File: src/rtl/xt_pkg.sv
package xt_pkg;

   // status bit positions; software decodes these, so they are fixed
   localparam int STAT_N    = 7;
   localparam int ST_DMA    = 0;
   localparam int ST_PIO    = 1;
   localparam int ST_DONE   = 2;
   localparam int ST_WRAP   = 3;
   localparam int ST_SELP   = 4;
   localparam int ST_SELIN  = 5;
   localparam int ST_SELD   = 6;

   // status bits that only the counter can set
   localparam logic [STAT_N-1:0] INT_ONLY = (STAT_N'(1) << ST_DONE) | (STAT_N'(1) << ST_WRAP);

   // register offsets
   localparam int RA_CNT  = 0;
   localparam int RA_ADR  = 4;
   localparam int RA_STAT = 8;
   localparam int RA_EN   = 9;

endpackage

File: src/rtl/xt_lane_ctr.sv
module xt_lane_ctr #(
   parameter int W     = 24,
   parameter int LW    = 8,
   parameter bit UP    = 1'b0,
   localparam int LANES = W / LW
) (
   input  logic             clk_i,
   input  logic             rst_ni,
   input  logic [LANES-1:0] ld_i,
   input  logic [LW-1:0]    ld_data_i,
   input  logic             step_i,
   output logic [W-1:0]     val_o
);

   logic [W-1:0] val_q;
   logic [W-1:0] stepped;
   logic [W-1:0] nxt;

   if (W % LW != 0) begin : g_bad_width
      $error("xt_lane_ctr: W must be a multiple of LW");
   end

   if (UP) begin : g_up
      assign stepped = val_q + W'(1);
   end else begin : g_down
      assign stepped = val_q - W'(1);
   end

   always_comb begin
      nxt = val_q;
      if (step_i) begin
         nxt = stepped;
      end
      for (int l = 0; l < LANES; l++) begin
         if (ld_i[l]) begin
            nxt[l*LW +: LW] = ld_data_i;
         end
      end
   end

   always_ff @(posedge clk_i or negedge rst_ni) begin
      if (!rst_ni) begin
         val_q <= '0;
      end else begin
         val_q <= nxt;
      end
   end

   assign val_o = val_q;

endmodule

File: src/rtl/xt_stat_bank.sv
module xt_stat_bank #(
   parameter int N = 7
) (
   input  logic         clk_i,
   input  logic         rst_ni,
   input  logic [N-1:0] set_i,
   input  logic         clr_wr_i,
   input  logic         en_wr_i,
   input  logic [N-1:0] wdata_i,
   output logic [N-1:0] stat_o,
   output logic [N-1:0] en_o,
   output logic         irq_o
);

   if (N < 1) begin : g_bad_n
      $error("xt_stat_bank: N must be at least 1");
   end

   for (genvar b = 0; b < N; b++) begin : g_bit
      logic pend_q;
      logic mask_q;

      always_ff @(posedge clk_i or negedge rst_ni) begin
         if (!rst_ni) begin
            pend_q <= 1'b0;
         end else if (set_i[b]) begin
            pend_q <= 1'b1;
         end else if (clr_wr_i && wdata_i[b]) begin
            pend_q <= 1'b0;
         end
      end

      always_ff @(posedge clk_i or negedge rst_ni) begin
         if (!rst_ni) begin
            mask_q <= 1'b0;
         end else if (en_wr_i) begin
            mask_q <= wdata_i[b];
         end
      end

      assign stat_o[b] = pend_q;
      assign en_o[b]   = mask_q;
   end

   assign irq_o = |(stat_o & en_o);

endmodule

File: src/rtl/xfer_track.sv
module xfer_track
   import xt_pkg::*;
#(
   parameter int CNT_W = 24,
   parameter int ADR_W = 32,
   parameter int BUS_W = 8,
   parameter int AW    = 4,
   localparam int CNT_LANES = CNT_W / BUS_W,
   localparam int ADR_LANES = ADR_W / BUS_W
) (
   input  logic              clk_i,
   input  logic              rst_ni,
   input  logic [AW-1:0]     bus_addr_i,
   input  logic              bus_wr_i,
   input  logic [BUS_W-1:0]  bus_wdata_i,
   output logic [BUS_W-1:0]  bus_rdata_o,
   input  logic              byte_done_i,
   input  logic [STAT_N-1:0] evt_i,
   output logic              irq_o
);

   if (CNT_W % BUS_W != 0 || ADR_W % BUS_W != 0) begin : g_bad_lanes
      $error("xfer_track: counter widths must be whole bus lanes");
   end
   if (RA_CNT + CNT_LANES > RA_ADR || RA_ADR + ADR_LANES > RA_STAT) begin : g_bad_map
      $error("xfer_track: counter lanes overlap the register map");
   end
   if (RA_EN >= (1 << AW)) begin : g_bad_aw
      $error("xfer_track: AW too small for the register map");
   end
   if (BUS_W < STAT_N) begin : g_bad_bus
      $error("xfer_track: bus narrower than status");
   end

   logic [CNT_LANES-1:0] cnt_ld;
   logic [ADR_LANES-1:0] adr_ld;
   logic                 host_ctr_wr;
   logic                 step;
   logic [CNT_W-1:0]     cnt_q;
   logic [ADR_W-1:0]     adr_q;
   logic                 done_evt;
   logic                 wrap_evt;
   logic [STAT_N-1:0]    set_vec;
   logic [STAT_N-1:0]    stat_q;
   logic [STAT_N-1:0]    en_q;
   logic                 stat_wr;
   logic                 en_wr;

   for (genvar l = 0; l < CNT_LANES; l++) begin : g_cnt_dec
      assign cnt_ld[l] = bus_wr_i && (bus_addr_i == AW'(RA_CNT + l));
   end
   for (genvar l = 0; l < ADR_LANES; l++) begin : g_adr_dec
      assign adr_ld[l] = bus_wr_i && (bus_addr_i == AW'(RA_ADR + l));
   end

   assign stat_wr     = bus_wr_i && (bus_addr_i == AW'(RA_STAT));
   assign en_wr       = bus_wr_i && (bus_addr_i == AW'(RA_EN));
   assign host_ctr_wr = (|cnt_ld) || (|adr_ld);
   assign step        = byte_done_i && !host_ctr_wr;

   xt_lane_ctr #(
      .W  (CNT_W),
      .LW (BUS_W),
      .UP (1'b0)
   ) u_count (
      .clk_i     (clk_i),
      .rst_ni    (rst_ni),
      .ld_i      (cnt_ld),
      .ld_data_i (bus_wdata_i),
      .step_i    (step),
      .val_o     (cnt_q)
   );

   xt_lane_ctr #(
      .W  (ADR_W),
      .LW (BUS_W),
      .UP (1'b1)
   ) u_haddr (
      .clk_i     (clk_i),
      .rst_ni    (rst_ni),
      .ld_i      (adr_ld),
      .ld_data_i (bus_wdata_i),
      .step_i    (step),
      .val_o     (adr_q)
   );

   assign done_evt = step && (cnt_q == CNT_W'(1));
   assign wrap_evt = step && (cnt_q == '0);

   always_comb begin
      set_vec          = evt_i & ~INT_ONLY;
      set_vec[ST_DONE] = done_evt;
      set_vec[ST_WRAP] = wrap_evt;
   end

   xt_stat_bank #(
      .N (STAT_N)
   ) u_stat (
      .clk_i    (clk_i),
      .rst_ni   (rst_ni),
      .set_i    (set_vec),
      .clr_wr_i (stat_wr),
      .en_wr_i  (en_wr),
      .wdata_i  (bus_wdata_i[STAT_N-1:0]),
      .stat_o   (stat_q),
      .en_o     (en_q),
      .irq_o    (irq_o)
   );

   always_comb begin
      bus_rdata_o = '0;
      for (int l = 0; l < CNT_LANES; l++) begin
         if (bus_addr_i == AW'(RA_CNT + l)) begin
            bus_rdata_o = cnt_q[l*BUS_W +: BUS_W];
         end
      end
      for (int l = 0; l < ADR_LANES; l++) begin
         if (bus_addr_i == AW'(RA_ADR + l)) begin
            bus_rdata_o = adr_q[l*BUS_W +: BUS_W];
         end
      end
      if (bus_addr_i == AW'(RA_STAT)) begin
         bus_rdata_o = BUS_W'(stat_q);
      end
      if (bus_addr_i == AW'(RA_EN)) begin
         bus_rdata_o = BUS_W'(en_q);
      end
   end

endmodule

File: config.mk
export PLATFORM = sky130hd
export DESIGN_NAME = xfer_track
export DESIGN_NICKNAME = d
export VERILOG_FILES = /design/src/rtl/xt_pkg.sv /design/src/rtl/xt_lane_ctr.sv /design/src/rtl/xt_stat_bank.sv /design/src/rtl/xfer_track.sv
export SDC_FILE = /design/constraint.sdc
export NUM_CORES = 1
export LEC_CHECK = 0
export ABC_CLOCK_PERIOD_IN_PS = 3100
export BUFFER_PORTS_ARGS = -buffer_cell sky130_fd_sc_hd__buf_2
export CORE_MARGIN = 8
export CORE_UTILIZATION = 58
export DETAILED_ROUTE_END_ITERATION = 8
export PLACE_DENSITY = 0.75
export SKIP_LAST_GASP = 1
export SYNTH_ARGS = -nofsm -noshare
export SYNTH_HDL_FRONTEND = slang
export SYNTH_SLANG_ARGS = --single-unit
File: constraint.sdc
create_clock -name clk_i -period 3.1 [get_ports clk_i]
set_input_delay 0 -clock clk_i [delete_from_list [all_inputs] [get_ports clk_i]]
set_output_delay 0 -clock clk_i [all_outputs]
set_load 0.05 [all_outputs]
**Yosys cells after proc, flatten, opt, wreduce, memory -nomap -nowiden**

Index checks and enable logic that the tools add are counted.

- Register bits after elaboration: 70
- Bits in latches: 0
- Bits in writable memories: 0
- ROM bits: 0
- Input bits: 23
- Output and inout bits: 9
- Logic and storage cells: 105
- Memories kept: 0

- Add/subtract/negate cells: 2
- $mul: 0
- Div/mod/pow operators: 0
- Magnitude comparators: 0
- Equality and inequality tests: 9
- Shift-type cells: 0
- Mux-type cells: 32
- Bitwise logic cells: 1
- Reductions and logical operators: 40

Operator list:

| operator | count |
|---|---|
| 2-to-1 mux 8 bit | 16 |
| adder 32 x 1 -> 32 bit, second input constant | 1 |
| 2-to-1 mux 32 bit | 1 |
| nonzero test 2 bit | 14 |
| equality test 24 x 1 -> 1 bit, second input constant | 1 |
| logical NOT 24 bit | 1 |
| 2-to-1 mux 24 bit | 1 |
| subtractor 24 x 1 -> 24 bit, second input constant | 1 |
| logical AND 1 bit | 19 |
| equality test 4 x 3 -> 1 bit, second input constant | 4 |
| 2-to-1 mux 1 bit | 14 |
| equality test 4 bit, second input constant | 2 |
| AND 7 bit | 1 |
| OR reduction 7 bit | 1 |
| equality test 4 x 1 -> 1 bit, second input constant | 1 |
| equality test 4 x 2 -> 1 bit, second input constant | 1 |
| logical NOT 4 bit | 1 |
| OR reduction 4 bit | 1 |
| OR reduction 3 bit | 1 |
| logical NOT 1 bit | 1 |
| logical OR 1 bit | 1 |

**Longest topological paths before layout**

Gate-level depths: netlist of the first run.

- Depth in word-level cells: 10
- Gate-level depth with buffers: 8
- Mapped depth without buffers: 6

**Cells and area by module**

From an unflattened synthesis of the first run, not the netlist that was laid out.

- Cells, all modules: 554
- Area total of the unflattened synthesis: 4943.5 um^2

By module, submodules not included:

| module | instances | cells each | area each (um^2) | seq. area each (um^2) |
|---|---|---|---|---|
| xt_lane_ctr at u_haddr | 1 | 197 | 1841.8 | 800.8 |
| xt_lane_ctr at u_count | 1 | 158 | 1446.4 | 600.6 |
| xfer_track | 1 | 145 | 973.4 | 0.0 |
| xt_stat_bank | 1 | 54 | 681.9 | 350.3 |

**Worst setup path after synthesis of the first run**

Ideal clock, no wire load.

- Path type: register -> register
- Start point: reg u_count.val_q[9] (netlist: u_count.val_o[9])
- End point: reg u_count.val_q[15] (netlist: u_count.val_o[15])
- Library setup time: 0.126 ns
- Data arrival time: 1.944 ns
- Data required time: 2.974 ns
- Slack: 1.030 ns
- Cell stages (with the launch flop): 6
- Path buffers: 1
- Clock period less this slack: 2.070 ns
- Cell sequence: dfrtp_1 -> or4_4 -> buf_6 -> or3_4 -> o311a_1 -> a221o_1

- Word-level cells in the longest chain between the ends: 3

Ends and longest elaborated chain:

| item | RTL line | text |
|---|---|---|
| start, declared | xt_lane_ctr.sv:15 | `logic [W-1:0] val_q;` |
| start signal, assigned | xt_lane_ctr.sv:45 | `val_q <= nxt;` |
| subtractor 24 x 1 -> 24 bit | xt_lane_ctr.sv:26 | `assign stepped = val_q - W'(1);` |
| 2-to-1 mux 24 bit | xt_lane_ctr.sv:31 | `if (step_i) begin` |
| 2-to-1 mux 8 bit | xt_lane_ctr.sv:35 | `if (ld_i[l]) begin` |

No other way between the ends. The select of a mux whose other input is x is not followed.
A chain may end at the register's enable or synchronous reset.

**Worst setup path in the final report of the first run**

- Start point: reg u_haddr.val_q[0] (netlist: u_haddr.val_o[0])
- End point: reg u_haddr.val_q[30] (netlist: u_haddr.val_o[30])

- Word-level cells in the longest chain between the ends: 3

Ends and longest elaborated chain:

| item | RTL line | text |
|---|---|---|
| start, declared | xt_lane_ctr.sv:15 |  |
| start signal, assigned | xt_lane_ctr.sv:45 |  |
| adder 32 x 1 -> 32 bit | xt_lane_ctr.sv:24 | `assign stepped = val_q + W'(1);` |
| 2-to-1 mux 32 bit | xt_lane_ctr.sv:31 |  |
| 2-to-1 mux 8 bit | xt_lane_ctr.sv:35 |  |

No other way between the ends. The select of a mux whose other input is x is not followed.

==> results of run 1 <==
==> critical path: cells and delay by family (launching register included) <==
family                   cells  cell delay (ps)
AO/OA/AOI/OAI                2              590
flip-flops                   1              510
AND/OR/NAND/NOR              2              750
buffers and inverters        1              100
adder cells (fa/ha/maj)      1              240
==> what timing repair did <==
item | CTS | global route
hold buffers | 6 | 0
buffers inserted | 0 | 0
hold endpoints to repair | 47 | 0
==> cell usage in the layout (no fill, tap or decap), drive strengths merged, types with 7 or more instances in the layout <==
cell    count
a31oi       8
buf        39
nand4      19
inv         9
o21ai      32
nand3      30
xor2        7
nor3       19
nor4        7
mux2       18
o211ai     20
o311ai     10
nor2       38
dfrtp      70
nand2      77
a21oi      21
a22oi       8
clkbuf     14
==> layer usage <==
metal	vias up	share of wire
met5	-	0
met4	0	0.039
met3	50	0.093
met2	273	0.45
met1	2287	0.41
li1	2134	-
==> power by group <==
group	total, µW	switching [µW]	internal, µW
clock	671	341	331
combinational	966	553	413
sequential	1510	363	1150
total	3150	1260	1890
==> cells by family after synthesis <==
kind of cell / count (synthesis) / synth area share
adder cells (fa/ha/maj): 4 / 0.01064
XOR/XNOR: 8 / 0.01489
AO/OA/AOI/OAI: 159 / 0.2428
multiplexers: 25 / 0.06064
buffers and inverters: 45 / 0.03989
flip-flops: 70 / 0.3723
AND/OR/NAND/NOR: 238 / 0.2588
==> state kept, by name, indices dropped and copies added, names as in the netlist <==
register             count
u_stat.g_bit.mask_q      7
u_stat.g_bit.pend_q      7
u_haddr.val_o           32
u_count.val_o           24
==> per-stage QoR <==
| step | utilization | setup slack, ps | hold WS [ps] | cells | instance area [µm²] |
|---|---|---|---|---|---|
| after floorplan | - | 1030 | -295.6 | 549 | 4705 |
| after global placement | 0.6089 | 896.4 | 176.7 | 657 | 4902 |
| after detailed placement | 0.6089 | 858.9 | 181.7 | 657 | 4902 |
| after CTS | 0.6371 | 827.8 | 20.88 | 678 | 5130 |
| after global routing | 0.6371 | 684.2 | 47.96 | 678 | 5130 |
| final | 0.6371 | 787.1 | 38.25 | 678 | 5130 |
==> worst max-delay path by stage <==
stage | startpoint | to | slack, ps
after global placement | u_haddr.val_o[0]$_DFFE_PN0P_ | u_haddr.val_o[30]$_DFFE_PN0P_ | 900
final | u_haddr.val_o[0]$_DFFE_PN0P_ | u_haddr.val_o[30]$_DFFE_PN0P_ | 790
after floorplan | u_count.val_o[9]$_DFFE_PN0P_ | u_count.val_o[15]$_DFFE_PN0P_ | 1030
after CTS | u_haddr.val_o[0]$_DFFE_PN0P_ | u_haddr.val_o[30]$_DFFE_PN0P_ | 830
after global routing | u_haddr.val_o[6]$_DFFE_PN0P_ | u_haddr.val_o[14]$_DFFE_PN0P_ | 680
after detailed placement | u_haddr.val_o[0]$_DFFE_PN0P_ | u_haddr.val_o[30]$_DFFE_PN0P_ | 860
==> layout make-up <==
type | count | area (µm²) | area share
inverter | 9 | 33.78 | 0.006585
tap | 105 | 131.4 | 0.02561
clock inverter | 1 | 5.005 | 0.0009756
sequential | 70 | 1752 | 0.3415
multi-input combinational | 434 | 2765 | 0.5390
timing repair buffer | 45 | 280.3 | 0.05463
clock buffer | 14 | 162.7 | 0.03171
==> results.yml, run 1 <==
placed_design:
  io_buffers: 29
  dp.final_hpwl_um: 10160
  gp_congestion: 0.9457
critical_path:
  r2r-start: "u_haddr.val_o[0]$_DFFE_PN0P_"
  cp.required_ps: 3330
  worst_path_max_delay_cell: "dfrtp_1"
  timing.rr.end: "u_haddr.val_o[30]$_DFFE_PN0P_"
  ff2ff_path_depth: 6
  criticalPathCategory: "reg2reg"
  worst-path-max-fanout: 8
  rrSetupSlack_ps: 790
  critPathMaxStageDelay_ps: 510
  startpoint_type: "flop"
  critPathArrivalTime_ps: 2540
  worstSetupEndpointType: "flop"
  path_cells: "ha_1, inv_1, nor2_2, or4b_1, o311a_1, a211o_1"
timing:
  slew_headroom: 0.2834
  finalCriticalPeriod_ps: 2313
  setup_viol: 0
  tns_ps: 0
  final-hold-violation-count: 0
  maxSlewViolCount: 0
  clock_skew_ps: 12.01
  worst_slew_pin_slew_ps: 1075
  max_clock_freq_ghz: 0.4324
  period_share: 0.7461
  rsz0062_at_grt: "no"
floorplanning:
  die_x_um: 106.1
  fp.dieH_um: 106.1
  num_io_pins: 32
  num_rows: 33
  core-area_um2: 8051
  die_area_um2: 11250
  start_util: 0.5843
clock_tree:
  clk_pin_slew_ps: 80
  numCtsBuffers: 9
  cts_buffer_depth: 2
  cts_resized: 0
  clock-sinks: 70
  worstSkewPairLatency_ps: 340
  cts_root_buf: "clkbuf_8"
  cts_tree: "done"
  cts.htree.levels: 3
synthesis:
  avgSynthCellArea_um2: 8.569
  synthTopCellsByArea: "dfrtp_1, nand2_1, mux2_2"
  seq_area_frac_synth: 0.3723
  post_synth_inst_count: 549
  synth_edf_count: 0
  synth_ff_type: "dfrtp_1"
  synth_most_common_cell: "nand2_1"
  synth_commonest_cells: "nand2_1, dfrtp_1, nor2_1"
  synth_top_area_frac: 0.3723
  synthesis.nets: 576
  yosysWarnings: 0
  yosys.area.top_type: "dfrtp_1"
  synth_cell_type_count: 68
  synth-seq-cells: 70
  synthArstFlopShare: 1.000
  syn_area_um2: 4705
route:
  drtIter0Drc: 622
  wl_per_cell_um: 21.49
  ant_nets: 0
  vias_per_cell: 6.997
  drcViolationCount: 0
  vias: 4744
  firstDrtPassIters: 5
  wl_um: 14570
power:
  p_total_uw: 3146
  peakVddDrop_v: 0.0005341
  power_leakage_uw: 0.002051
  p_per_area_nw_per_um2: 613.2
global_route:
  grt_pass1_wl_um: 23740
  first_global_vias: 4481
  track_usage: 0.2631
  grt_antenna_before_repair: 0
  grt_use_met1: 0.3560
  grt_use_met3: 0.04598
  grt_max_degree: 45
  globalRouteOverflowTotal: 0
  met2_usage: 0.3972
  busiest_layer: "met2"
worst_hold_path:
  min-delay-start: "bus_wdata_i[4]"
  hold_path_class: "in2reg"
  whs_endpoint: "u_haddr.val_o[4]$_DFFE_PN0P_"
  min_path_cells: 3
finish:
  final_nets: 596
  area_delta_synth_final_pct: 9.043
  fillers: 707
  drive_above_1_share: 0.1501
  n_antenna_cell: 0
outcome:
  status: "finished clean"
flow_run:
  maxCapViolations: 0
Power figures use the tool's default switching activity.
==> inputs of run 2 (changes only) <==
ABC_CLOCK_PERIOD_IN_PS = 2200   (was 3100)
clock period = 2.2 ns   (was 3.1 ns; I/O delays follow)
==> results.yml, run 2 (synthesized netlist as in run 1, its figures left out) <==
timing:
  max_clock_freq_ghz: 0.4736
  worst_slew_pin_slew_ps: 782.7
  finalCriticalPeriod_ps: 2112
  slew_headroom: 0.4742
  rsz0062_at_grt: "yes"
  final-hold-violation-count: 0
  maxSlewViolCount: 0
  period_share: 0.9598
  clock_skew_ps: 11.39
  setup_viol: 0
global_route:
  first_global_vias: 4703
  grt_max_degree: 71
  grt_pass1_wl_um: 25160
  track_usage: 0.2810
  globalRouteOverflowTotal: 0
  grt_antenna_before_repair: 0
critical_path:
  ff2ff_path_depth: 5
  rrSetupSlack_ps: 90
  cp.required_ps: 2440
  worstSetupEndpointType: "flop"
  criticalPathCategory: "reg2reg"
  timing.rr.end: "u_haddr.val_o[30]$_DFFE_PN0P_"
  critPathArrivalTime_ps: 2350
  r2r-start: "u_haddr.val_o[7]$_DFFE_PN0P_"
  startpoint_type: "flop"
  worst-path-max-fanout: 7
flow_run:
  maxCapViolations: 0
floorplanning:
  num_io_pins: 32
  core-area_um2: 8051
  start_util: 0.5843
  num_rows: 33
  die_x_um: 106.1
  fp.dieH_um: 106.1
  die_area_um2: 11250
route:
  drtIter0Drc: 614
  firstDrtPassIters: 5
  wl_per_cell_um: 21.75
  wl_um: 15590
  drcViolationCount: 0
  vias: 5051
  ant_nets: 0
  vias_per_cell: 7.045
finish:
  design_area_um2: 5527
  n_antenna_cell: 0
  final_cell_mix: "nand2_1, dfrtp_1, buf_4"
  multi_input_area_um2: 2765
  drive_above_1_share: 0.2092
  largest_reg_flops: 32
  area_delta_synth_final_pct: 17.47
  layout.cells.most_common: "nand2_1"
  seq_area_um2: 1753
  fillers: 673
  stdcell_count: 717
  final_nets: 634
power:
  cell_internal_pwr_uw: 3108
  swShare: 0.3792
  combPwrFrac: 0.343
  peakVddDrop_v: 0.0006562
  power.share.clock: 0.257
  power_leakage_uw: 0.002282
  pwr-share-seq: 0.400
  p_per_area_nw_per_um2: 906.0
  p_sw_uw: 1899
worst_hold_path:
  min_path_cells: 3
  min-delay-start: "bus_wdata_i[7]"
  hold_path_class: "in2reg"
  whs_endpoint: "u_haddr.val_o[31]$_DFFE_PN0P_"
clock_tree:
  cts_tree: "done"
  postCtsSetupBuffers: 0
  cts_root_buf: "clkbuf_8"
  numCtsBuffers: 9
  cts.htree.levels: 3
  worstSkewPairLatency_ps: 360
  clk_pin_slew_ps: 90
  clock-sinks: 70
  cts_buffer_depth: 2
outcome:
  status: "finished clean"
placed_design:
  gp_congestion: 0.9806
  dp.final_hpwl_um: 10910
  post-place-cells: 695
  io_buffers: 29
  postPlaceCellArea_um2: 5225
==> run 2: cell count changes in the layout (fill, tap and decap cells not counted), sizes merged <==
cell | previous run | this run
buf | 39 | 77
bufinv | 0 | 3
clkbuf | 14 | 10
clkinvlp | 0 | 2
==> run 2: cell type report <==
cell class,instances,share of cell area
Clock inverter,6,0.01992
Tap cell,105,0.02377
Clock buffer,10,0.02309
Timing Repair Buffer,83,0.1096
Sequential cell,70,0.3172
Multi-Input combinational cell,434,0.5003
Inverter,9,0.006113
==> run 2: critical path, cell delays in order (launching register included) <==
cell and delay [ps]:
dfrtp_1 470, and4_1 310, nand4_1 110, or4b_1 550, o311a_1 310, a211o_1 260
==> run 2: worst max-delay path by stage <==
stage                                       from                       endpoint  slack, ps  cells past startpoint
CTS                 u_haddr.val_o[0]$_DFFE_PN0P_                 bus_rdata_o[0]        100                      6
floorplan           u_count.val_o[9]$_DFFE_PN0P_  u_count.val_o[15]$_DFFE_PN0P_        130                      5
finish              u_haddr.val_o[7]$_DFFE_PN0P_  u_haddr.val_o[30]$_DFFE_PN0P_         90                      5
global placement    u_haddr.val_o[7]$_DFFE_PN0P_  u_haddr.val_o[30]$_DFFE_PN0P_        180                      5
global route        u_haddr.val_o[0]$_DFFE_PN0P_                 bus_rdata_o[0]        -30                      6
detailed placement  u_haddr.val_o[7]$_DFFE_PN0P_  u_haddr.val_o[30]$_DFFE_PN0P_        130                      5
==> run 2: routing by layer <==
layer / vias to the layer above / track usage / share of wire
met3: 59 / 0.05687 / 0.096
met2: 332 / 0.4348 / 0.46
met1: 2452 / 0.3699 / 0.40
met4: 0 / 0.1327 / 0.040
met5: - / 0 / 0
li1: 2208 / - / -
==> run 2: power groups by stage <==
stage	Sequential (µW)	Combinational, µW	Clock (µW)
after global placement	1980	1620	0
after floorplan	1910	1110	0
after CTS	1980	1680	1290
after detailed placement	2000	1660	0
after global routing	2040	1860	1350
final	2000	1720	1290
==> run 2: timing repair <==
| action | CTS | global route |
|---|---|---|
| setup endpoints to repair | 0 | 3 |
| endpoints found under the hold margin | 75 | 0 |
| hold buffers | 6 | 0 |
| gates resized for setup | 0 | 4 |
==> run 2: metrics by stage <==
step | setup slack (ps) | TNS, ps | total power, µW | hold WS [ps] | utilization
3_5_place_dp | 131.0 | 0 | 3657 | 61.75 | 0.6490
4_1_cts | 103.8 | 0 | 4943 | 1.520 | 0.6859
2_1_floorplan | 129.9 | 0 | 3025 | -295.6 | -
3_3_place_gp | 177.5 | 0 | 3599 | 55.83 | 0.6490
6_report | 88.42 | 0 | 5007 | 6.739 | 0.6864
5_1_grt | -29.56 | -29.56 | 5248 | 30.99 | 0.6864
